===== src/rtl/dcs_pkg.sv =====
package dcs_pkg;
   typedef enum logic [2:0] {
      OP_NOP = 3'd0,
      OP_ACT = 3'd1,
      OP_PRE = 3'd2,
      OP_RD  = 3'd3,
      OP_WR  = 3'd4
   } cmd_op_e;

   function automatic int tmr_width(input int span);
      return (span > 1) ? $clog2(span) : 1;
   endfunction
endpackage


===== src/rtl/dcs_countdown.sv =====
// Spacing timer: after start in cycle t, expired is high again from cycle t+SPAN.
module dcs_countdown #(
   parameter int SPAN = 4
) (
   input  logic clk,
   input  logic rst,
   input  logic start,
   output logic expired
);
   localparam int W = dcs_pkg::tmr_width(SPAN);
   localparam logic [W-1:0] RELOAD = W'(SPAN - 1);

   logic [W-1:0] cnt_q;

   generate
      if (SPAN < 1) begin : g_bad_span
         $fatal(1, "dcs_countdown: SPAN must be at least 1");
      end
   endgenerate

   always_ff @(posedge clk) begin
      if (rst)
         cnt_q <= '0;
      else if (start)
         cnt_q <= RELOAD;
      else if (cnt_q != '0)
         cnt_q <= cnt_q - 1'b1;
   end

   assign expired = (cnt_q == '0);
endmodule


===== src/rtl/dcs_bank.sv =====
// Per-bank state: open flag, open row and the bank-local spacing timers.
module dcs_bank #(
   parameter int ROW_W = 14,
   parameter int T_RCD = 12,
   parameter int T_CCD = 4,
   parameter int T_RC  = 32,
   parameter int T_RP  = 12
) (
   input  logic             clk,
   input  logic             rst,
   input  logic             act_fire,
   input  logic             pre_fire,
   input  logic             col_fire,
   input  logic [ROW_W-1:0] act_row,
   output logic             is_open,
   output logic [ROW_W-1:0] open_row,
   output logic             col_ok,
   output logic             act_ok
);
   logic rcd_done, ccd_done, rc_done, rp_done;

   dcs_countdown #(.SPAN(T_RCD)) u_rcd (.clk(clk), .rst(rst), .start(act_fire), .expired(rcd_done));
   dcs_countdown #(.SPAN(T_CCD)) u_ccd (.clk(clk), .rst(rst), .start(col_fire), .expired(ccd_done));
   dcs_countdown #(.SPAN(T_RC))  u_rc  (.clk(clk), .rst(rst), .start(act_fire), .expired(rc_done));
   dcs_countdown #(.SPAN(T_RP))  u_rp  (.clk(clk), .rst(rst), .start(pre_fire), .expired(rp_done));

   always_ff @(posedge clk) begin
      if (rst) begin
         is_open  <= 1'b0;
         open_row <= '0;
      end else if (act_fire) begin
         is_open  <= 1'b1;
         open_row <= act_row;
      end else if (pre_fire) begin
         is_open  <= 1'b0;
      end
   end

   assign col_ok = rcd_done && ccd_done;
   assign act_ok = rc_done && rp_done;
endmodule


===== src/rtl/dcs_stats.sv =====
// Free-running activation / hit / miss counters (wrap on overflow).
module dcs_stats #(
   parameter int CNT_W = 32
) (
   input  logic             clk,
   input  logic             rst,
   input  logic             act_inc,
   input  logic             hit_inc,
   input  logic             miss_inc,
   output logic [CNT_W-1:0] act_count,
   output logic [CNT_W-1:0] hit_count,
   output logic [CNT_W-1:0] miss_count
);
   localparam int NCNT = 3;

   logic [NCNT-1:0] inc;
   logic [CNT_W-1:0] cnt_q [NCNT];

   assign inc = {miss_inc, hit_inc, act_inc};

   generate
      for (genvar i = 0; i < NCNT; i++) begin : g_cnt
         always_ff @(posedge clk) begin
            if (rst)
               cnt_q[i] <= '0;
            else if (inc[i])
               cnt_q[i] <= cnt_q[i] + 1'b1;
         end
      end
   endgenerate

   assign act_count  = cnt_q[0];
   assign hit_count  = cnt_q[1];
   assign miss_count = cnt_q[2];
endmodule


===== src/rtl/dram_cmd_sched.sv =====
module dram_cmd_sched #(
   parameter int NUM_BANKS = 8,
   parameter int ROW_W     = 14,
   parameter int COL_W     = 10,
   parameter int CNT_W     = 32,
   parameter int BURST_LEN = 8,
   parameter int T_RCD     = 12,
   parameter int T_CCD     = 4,
   parameter int T_RC      = 32,
   parameter int T_RRD     = 7,
   parameter int T_RP      = 12,
   localparam int BANK_W   = (NUM_BANKS > 1) ? $clog2(NUM_BANKS) : 1
) (
   input  logic              clk,
   input  logic              rst,
   input  logic              req_valid,
   output logic              req_ready,
   input  logic              req_write,
   input  logic [BANK_W-1:0] req_bank,
   input  logic [ROW_W-1:0]  req_row,
   input  logic [COL_W-1:0]  req_col,
   output logic              cmd_valid,
   output logic [2:0]        cmd_op,
   output logic [BANK_W-1:0] cmd_bank,
   output logic [ROW_W-1:0]  cmd_row,
   output logic [COL_W-1:0]  cmd_col,
   output logic [CNT_W-1:0]  act_count,
   output logic [CNT_W-1:0]  hit_count,
   output logic [CNT_W-1:0]  miss_count
);
   import dcs_pkg::*;

   generate
      if (NUM_BANKS < 2 || (1 << BANK_W) != NUM_BANKS) begin : g_bad_banks
         $fatal(1, "dram_cmd_sched: NUM_BANKS must be a power of two >= 2");
      end
      if (T_CCD < BURST_LEN / 2) begin : g_bad_ccd
         $fatal(1, "dram_cmd_sched: T_CCD shorter than one burst on the data bus");
      end
      if (T_RC < T_RCD) begin : g_bad_rc
         $fatal(1, "dram_cmd_sched: T_RC must cover T_RCD");
      end
   endgenerate

   // bank state
   logic [NUM_BANKS-1:0] bk_open, bk_col_ok, bk_act_ok;
   logic [NUM_BANKS-1:0] act_fire, pre_fire, col_fire;
   logic [ROW_W-1:0]     bk_row [NUM_BANKS];
   logic                 rrd_ok;

   // decision
   cmd_op_e dec_op;
   logic    head_open, head_hit;
   logic    head_missed_q;

   assign head_open = bk_open[req_bank];
   assign head_hit  = head_open && (bk_row[req_bank] == req_row);

   always_comb begin
      dec_op = OP_NOP;
      if (req_valid) begin
         if (head_hit) begin
            if (bk_col_ok[req_bank])
               dec_op = req_write ? OP_WR : OP_RD;
         end else if (head_open) begin
            dec_op = OP_PRE;
         end else if (bk_act_ok[req_bank] && rrd_ok) begin
            dec_op = OP_ACT;
         end
      end
   end

   assign req_ready = (dec_op == OP_RD) || (dec_op == OP_WR);

   generate
      for (genvar b = 0; b < NUM_BANKS; b++) begin : g_bank
         logic sel;
         assign sel         = (req_bank == BANK_W'(b));
         assign act_fire[b] = sel && (dec_op == OP_ACT);
         assign pre_fire[b] = sel && (dec_op == OP_PRE);
         assign col_fire[b] = sel && req_ready;

         dcs_bank #(
            .ROW_W(ROW_W), .T_RCD(T_RCD), .T_CCD(T_CCD), .T_RC(T_RC), .T_RP(T_RP)
         ) u_bank (
            .clk(clk), .rst(rst),
            .act_fire(act_fire[b]), .pre_fire(pre_fire[b]), .col_fire(col_fire[b]),
            .act_row(req_row),
            .is_open(bk_open[b]), .open_row(bk_row[b]),
            .col_ok(bk_col_ok[b]), .act_ok(bk_act_ok[b])
         );
      end
   endgenerate

   dcs_countdown #(.SPAN(T_RRD)) u_rrd (
      .clk(clk), .rst(rst), .start(dec_op == OP_ACT), .expired(rrd_ok)
   );

   // a request that needed an activate is a miss when its column command goes out
   always_ff @(posedge clk) begin
      if (rst)
         head_missed_q <= 1'b0;
      else if (req_ready)
         head_missed_q <= 1'b0;
      else if (dec_op == OP_ACT)
         head_missed_q <= 1'b1;
   end

   dcs_stats #(.CNT_W(CNT_W)) u_stats (
      .clk(clk), .rst(rst),
      .act_inc(dec_op == OP_ACT),
      .hit_inc(req_ready && !head_missed_q),
      .miss_inc(req_ready && head_missed_q),
      .act_count(act_count), .hit_count(hit_count), .miss_count(miss_count)
   );

   // registered command bus
   always_ff @(posedge clk) begin
      if (rst) begin
         cmd_valid <= 1'b0;
         cmd_op    <= OP_NOP;
         cmd_bank  <= '0;
         cmd_row   <= '0;
         cmd_col   <= '0;
      end else begin
         cmd_valid <= (dec_op != OP_NOP);
         cmd_op    <= dec_op;
         cmd_bank  <= (dec_op != OP_NOP) ? req_bank : '0;
         cmd_row   <= (dec_op == OP_ACT) ? req_row : '0;
         cmd_col   <= req_ready ? req_col : '0;
      end
   end
endmodule


===== config.mk =====
export PLATFORM = sky130hd
export DESIGN_NAME = dram_cmd_sched
export DESIGN_NICKNAME = d
export VERILOG_FILES = /design/src/rtl/dcs_pkg.sv /design/src/rtl/dcs_countdown.sv /design/src/rtl/dcs_bank.sv /design/src/rtl/dcs_stats.sv /design/src/rtl/dram_cmd_sched.sv
export SDC_FILE = /design/constraint.sdc
export NUM_CORES = 1
export LEC_CHECK = 0
export BUFFER_PORTS_ARGS = -buffer_cell sky130_fd_sc_hd__buf_2
export CAP_MARGIN = 20
export CORE_MARGIN = 4
export CORE_UTILIZATION = 45
export CTS_BUF_LIST = sky130_fd_sc_hd__clkbuf_8
export CTS_CLUSTER_DIAMETER = 150
export DETAILED_ROUTE_END_ITERATION = 8
export GPL_ROUTABILITY_DRIVEN = 0
export PLACE_DENSITY = 0.72
export RECOVER_POWER = 100
export SLEW_MARGIN = 15
export SYNTH_ARGS = -nofsm -noshare
export SYNTH_HDL_FRONTEND = slang
export SYNTH_SLANG_ARGS = --single-unit

===== constraint.sdc =====
create_clock -name clk -period 6 [get_ports clk]
set_clock_uncertainty 0.05 [all_clocks]
set_input_delay 0 -clock clk [delete_from_list [all_inputs] [get_ports clk]]
set_output_delay 0 -clock clk [all_outputs]
set_load 0.03 [all_outputs]

==> results.toml, run 1 <==
[worst_setup_path]
endpoint_kind = "register"
cp_cell_sequence = "dlygate4sd3_1 > clkbuf_1 > nor2b_1 > a22oi_1 > a21oi_1 > o2111ai_1 > nand4bb_1 > or4_2 > buf_4 > o21bai_2 > clkbuf_2"
rr_worst_depth = 11
slowest_stage = "clkbuf_1"
rr_startpoint = "g_bank[7].u_bank.u_rc.cnt_q[0]"
cp_slowest_stage_delay_ns = 0.92
rr_endpoint = "cmd_op[0]"
critPathKind = "in2reg"
cp-start-kind = "primary input"
rrSetupSlack_ns = 1.44
arrival_ns = 5.21
worst-path-max-fanout = 76
worstPathRequired_ns = 6.22

[synthesis]
ys_seq_area_share_pct = 48.3
synthFlopType = "dfxtp_1"
synth_top_area_cell = "dfxtp_1"
synth.area.top_cells = "dfxtp_1, edfxtp_1, nand2_1, a21oi_1, xor2_1"
ys_top_cells_by_count = "nand2_1, dfxtp_1, a21oi_1, nor2_1, clkbuf_1"
ys_seq_elements = 371
synth-edff-count = 96
synth_warnings = 0
async_flop_share_pct = 0
synth_cell_types = 65
yosys.area.top_type_share_pct = 31.7
synth_nets = 1957
synth_cells = 1897
syn_avg_cell_area_sq_um = 9.15
syn_area_sq_um = 17400
yosysMostFrequentCell = "nand2_1"

[global_routing]
antenna_found_initial = 1
grt_pass1_vias = 13832
grt_max_degree = 252
grt_first_pass_wirelength_um = 71700
grt_overflow = 0
track_usage_pct = 20.7

[timing]
fin_tns_setup_ns = 0
min_period_ns = 4.99
finalSetupViolations = 0
max_freq_mhz = 201
worst_pin_slew_ns = 1.70
final-hold-violation-count = 0
rsz0062_at_grt = "no"
drv_slew = 70
whs_ns = 0.130
fin_ws_ns = 1.01
min_period_over_period_pct = 83.1
maxSlewHeadroom_pct = -13.4

[power_and_ir_drop]
p_comb_share_pct = 24.1
p_per_area_nw_per_um2 = 353
p_int_mw = 4.69
p_sw_share_pct = 32.6
clockPowerShare_pct = 31.7
p_leak_nw = 6.94
p_switching_mw = 2.27
power_frac_seq_pct = 44.2
peakVddDrop_uv = 221
power_mw = 6.96

[placement]
io_buffer_count = 158
place_area_sq_um = 18300
dp.final_hpwl_um = 27800
dp.cells = 2446
pre_cts_slack_ns = 1.35

[cts]
clockRootBuffer = "clkbuf_8"
cts_max_path_buffers = 3
cts_tree = "done"
clkLatencyLatePin_ns = 0.67
cts-buffers-inserted = 61
clkSlewWorstSetupHoldPaths_ns = 0.06
cts_sinks = 371
htree_num_levels = 2

[worst_hold_path]
min_path_cells = 3
min_from = "req_bank[0]"
hold_path_end = "cmd_bank[0]"
hold_class = "in2reg"

[floorplan]
die_area_sq_um = 41800
core-area_sq_um = 37800
die_w_um = 204
rows = 71
initial_utilization_pct = 45.9
die_y_um = 204
io_pins = 159

[cells_and_area]
drive_gt1_share_pct = 7.44
layoutNonFillerInstCount = 2594
n_antenna_cell = 0
nFillCells = 3562
synthToLayoutAreaGrowth_pct = 13.7
final_cell_area_sq_um = 19700
layout.nets = 2098
utilization_pct = 52.1

[routing]
wl_um = 45100
firstDrtPassIters = 6
drtIter0Drc = 1505
vias_per_cell = 5.66
routedWlPerCell_um = 17.4
via_count = 14689
final_antenna_net_count = 0
drc_errors = 0

[job]
drv_cap = 2

[status]
outcome = "finished with violations"
failed_checks = "capacitance limit, slew limit"
[flip-flops by register name, indices dropped and copies added, names as in the netlist, 10 cells and up]
signal,flops
g_bank.u_bank.u_rp.cnt_q,32
g_bank.u_bank.u_ccd.cnt_q,16
cmd_row,14
u_stats.cnt_q,96
g_bank.u_bank.open_row,112
cmd_col,10
g_bank.u_bank.u_rc.cnt_q,40
g_bank.u_bank.u_rcd.cnt_q,32
[repair_timing]
| action | 4_1_cts | 5_1_grt |
|---|---|---|
| gates resized for setup | 0 | 0 |
| endpoints found under the hold margin | 218 | 0 |
| setup buffers | 0 | 0 |
| hold buffers | 39 | 0 |
[final cells by class]
type / count / area, sq um / share of cell area, %
Clock buffer: 78 / 1070 / 5.44
Clock inverter: 30 / 151 / 0.767
Inverter: 53 / 199 / 1.01
Multi-Input combinational cell: 1340 / 8160 / 41.3
Sequential cell: 371 / 8390 / 42.5
Tap cell: 511 / 639 / 3.24
Timing Repair Buffer: 211 / 1120 / 5.69
[how the worst max path moves through the flow]
stage	depth (start not counted)	slack [ns]	endpoint	start
6_report	11	1.01	u_stats.cnt_q[2][22]	req_bank[2]
5_1_grt	10	0.80	cmd_bank[2]	req_bank[2]
4_1_cts	11	1.88	req_ready	req_bank[2]
3_5_place_dp	11	1.35	u_stats.cnt_q[2][31]	req_bank[1]
3_3_place_gp	10	1.44	u_stats.cnt_q[2][31]	req_bank[1]
2_1_floorplan	13	1.47	u_stats.cnt_q[1][0]	g_bank[2].u_bank.u_ccd.cnt_q[0]
[logic make-up after synthesis]
group,share of synthesized area (%)
buffers and inverters,4.71
muxes,4.56
and+or+nand+nor,22.0
xor gates and xnor gates,6.01
AOI/OAI and AO/OA,12.3
adders and majority gates,2.09
DFF,48.3
[power groups by stage]
stage / Sequential, mW / Combinational (mW) / Clock (mW)
3_3_place_gp: 3.10 / 1.61 / 0
4_1_cts: 3.07 / 1.70 / 2.25
6_report: 3.07 / 1.67 / 2.21
3_5_place_dp: 3.12 / 1.68 / 0
2_1_floorplan: 3.22 / 1.15 / 0
5_1_grt: 3.11 / 1.88 / 2.37
[layer usage]
layer	GRT usage (%)	up-vias	part of all wire (%)
li1	-	7043	-
met5	0	-	0.016
met2	33.6	519	47
met4	7.01	2	2.3
met1	27.9	7051	43
met3	4.27	74	7.8
[cell usage in the layout (no fill, tap or decap), drive strengths merged, types with 6 or more instances in the layout]
cell type	count
nand2	303
dfxtp	275
clkbuf	214
a21oi	186
nor2	117
edfxtp	96
xor2	85
inv	75
nor4	68
nor3	52
nand3	51
and3	46
o21ai	43
dlygate4sd3	39
buf	36
xnor2	34
mux2i	30
ha	29
nand4	28
a211oi	26
or3	20
mux4	18
nor2b	17
nor3b	17
nand3b	17
a31oi	16
o32ai	16
o22ai	15
and2	11
and4	9
nor4b	9
a22oi	8
a211o	8
o31ai	7
mux2	6
[critical path: cells and delay by family]
family	cells	cell delay (ns)
AOI/OAI and AO/OA	4	0.83
buffers and inverters	4	2.50
and+or+nand+nor	3	1.77
(Power assumes the default switching activity.)
==> run 2, diff against run 1 <==
--- a/config.mk
+++ b/config.mk
@@ -13,7 +13,7 @@
 export CTS_CLUSTER_DIAMETER = 150
 export DETAILED_ROUTE_END_ITERATION = 8
 export GPL_ROUTABILITY_DRIVEN = 0
-export PLACE_DENSITY = 0.72
+export PLACE_DENSITY = 0.75
 export RECOVER_POWER = 100
 export SLEW_MARGIN = 15
 export SYNTH_ARGS = -nofsm -noshare
==> constraint.sdc (replaced) <==
create_clock -name clk -period 4.4 [get_ports clk]
set_clock_uncertainty 0.05 [all_clocks]
set_input_delay 0 -clock clk [delete_from_list [all_inputs] [get_ports clk]]
set_output_delay 0 -clock clk [all_outputs]
set_load 0.03 [all_outputs]
==> run 2 against run 1 <==
Against the previous run:
- the run now ends clean
- global-route usage increased by 0.44 points
- setup slack got worse by 0.63 ns
- sequential power is 36% higher
- power is 39% higher
- core utilization up 0.52 points
- first-iteration DRC count decreased by 31%
- sequential share of layout area decreased by 0.42 points
- clock power rose by 42%
- largest power group unchanged
- highest routed layer is now met4
==> results.toml, run 2 (synthesized netlist as in run 1, its figures left out) <==
[power_and_ir_drop]
p_switching_mw = 3.13
p_comb_share_pct = 24.1
peakVddDrop_uv = 290
p_per_area_nw_per_um2 = 484
power_frac_seq_pct = 43.5
p_leak_nw = 7.03
p_sw_share_pct = 32.5
clockPowerShare_pct = 32.5
p_int_mw = 6.51

[cts]
cts_tree = "done"
cts_sinks = 371
clkLatencyLatePin_ns = 0.66
cts-buffers-inserted = 60
cts_max_path_buffers = 3
ctsHoldBuffers = 40
clkSlewWorstSetupHoldPaths_ns = 0.07
htree_num_levels = 2
post_cts_buffers = 0
clockRootBuffer = "clkbuf_8"
cts.repair.resized = 0

[global_routing]
grt_overflow = 0
grt_first_pass_wirelength_um = 73700
antenna_found_initial = 0
grt_max_degree = 163
track_usage_pct = 21.2
grt_pass1_vias = 14520

[placement]
io_buffer_count = 158
dp.final_hpwl_um = 29500

[floorplan]
rows = 71
die_area_sq_um = 41800
die_w_um = 204
core-area_sq_um = 37800
io_pins = 159
initial_utilization_pct = 45.9
die_y_um = 204

[worst_hold_path]
min_path_cells = 4
min_from = "req_bank[0]"
hold_path_end = "cmd_bank[0]"
hold_class = "in2reg"

[timing]
finalSetupViolations = 0
min_period_ns = 4.02
min_period_over_period_pct = 91.3
worst_pin_slew_ns = 1.40
max_freq_mhz = 249
whs_ns = 0.164
rsz0062_at_grt = "no"
maxSlewHeadroom_pct = 6.44
fin_tns_setup_ns = 0
drv_slew = 0
final-hold-violation-count = 0

[routing]
wl_um = 46000
drc_errors = 0
final_antenna_net_count = 0
firstDrtPassIters = 7
vias_per_cell = 5.68
drtIter0Drc = 1039
routedWlPerCell_um = 17.6
via_count = 14868

[worst_setup_path]
slowest_stage = "or4_2"
cp_common_cell = "inv_1"
critPathTopFamily = "simple AND/OR/NAND/NOR gates"
cp_cell_sequence = "inv_1 > ha_1 > nor4bb_1 > a221oi_1 > a311oi_1 > a21oi_1 > or2_2 > or4_2 > buf_4 > inv_1 > clkbuf_2"
rr_startpoint = "g_bank[2].u_bank.u_ccd.cnt_q[0]"
startpoint = "g_bank[2].u_bank.u_ccd.cnt_q[0]"
worstPathRequired_ns = 4.35
cp-start-kind = "register"
path_buf_inv = 4
critPathKind = "reg2out"
rr_endpoint = "cmd_col[5]"
rr_worst_depth = 11
cp_slowest_stage_delay_ns = 0.71
rrSetupSlack_ns = 0.42
worst-path-max-fanout = 52
endpoint_kind = "output pin"
arrival_ns = 3.97

[cells_and_area]
synthToLayoutAreaGrowth_pct = 14.8
largest-register = "g_bank.u_bank.open_row"
largest_reg_flops = 112
seq_area_sq_um = 8390
layout.nets = 2123
most-common-layout-cells = "nand2_1, dfxtp_1, a21oi_1"
drive_gt1_share_pct = 8.44
n_antenna_cell = 0
nFillCells = 3468
reg_top3 = "g_bank.u_bank.open_row: 112 flops, u_stats.cnt_q: 96 flops, g_bank.u_bank.u_rc.cnt_q: 40 flops"
layout_commonest_cell = "nand2_1"
multi_input_area_sq_um = 8150

[status]
outcome = "complete, no violations"

[job]
drv_cap = 0
-- run 2: worst max-delay path by stage --
stage	depth (start not counted)	slack, ns	endpoint
detailed placement	9	0.53	u_stats.cnt_q[2][22]
finish	11	0.38	req_ready
CTS	9	0.30	req_ready
global placement	9	0.57	u_stats.cnt_q[2][22]
global route	11	0.10	req_ready
floorplan	13	-0.13	u_stats.cnt_q[1][0]
-- run 2: area by class of cell --
cell class,count,share of cell area [%]
Sequential cell,371,42.1
Multi-Input combinational cell,1340,40.9
Timing Repair Buffer,237,6.47
Clock buffer,72,4.97
Tap cell,511,3.21
Clock inverter,35,1.36
Inverter,53,0.998
-- run 2: power groups by stage --
| stage | clock (mW) | sequential (mW) | combinational (mW) |
|---|---|---|---|
| CTS | 3.20 | 4.18 | 2.36 |
| global placement | 0 | 4.23 | 2.23 |
| global route | 3.34 | 4.24 | 2.62 |
| finish | 3.13 | 4.19 | 2.32 |
| floorplan | 0 | 4.39 | 1.57 |
| detailed placement | 0 | 4.25 | 2.32 |
-- run 2: worst register-to-register path: stages (launching register included) --
cell	delay, ns
dfxtp_1	0.32
inv_1	0.06
ha_1	0.23
nor4bb_1	0.29
a221oi_1	0.12
a311oi_1	0.31
a21oi_1	0.13
or2_2	0.45
or4_2	0.71
buf_4	0.36
nor3b_1	0.31
dlygate4sd3_1	0.58
-- run 2: routing by layer --
| metal | part of all wire (%) | track usage, % | up-vias |
|---|---|---|---|
| li1 | - | - | 7096 |
| met1 | 42 | 27.5 | 7107 |
| met2 | 47 | 35.8 | 580 |
| met3 | 7.9 | 4.60 | 85 |
| met4 | 2.4 | 6.25 | 0 |
| met5 | 0 | 0 | - |
-- run 2: through the flow --
stage / utilization, % / total power, mW / instance area (sq um) / instances / setup WS, ns
floorplan: - / 5.96 / 17400 / 1897 / -0.130
global placement: 48.9 / 6.46 / 18500 / 2472 / 0.569
detailed placement: 48.9 / 6.57 / 18500 / 2472 / 0.533
CTS: 53.3 / 9.74 / 20200 / 2619 / 0.303
global route: 52.7 / 10.2 / 19900 / 2619 / 0.103
finish: 52.7 / 9.64 / 19900 / 2619 / 0.381
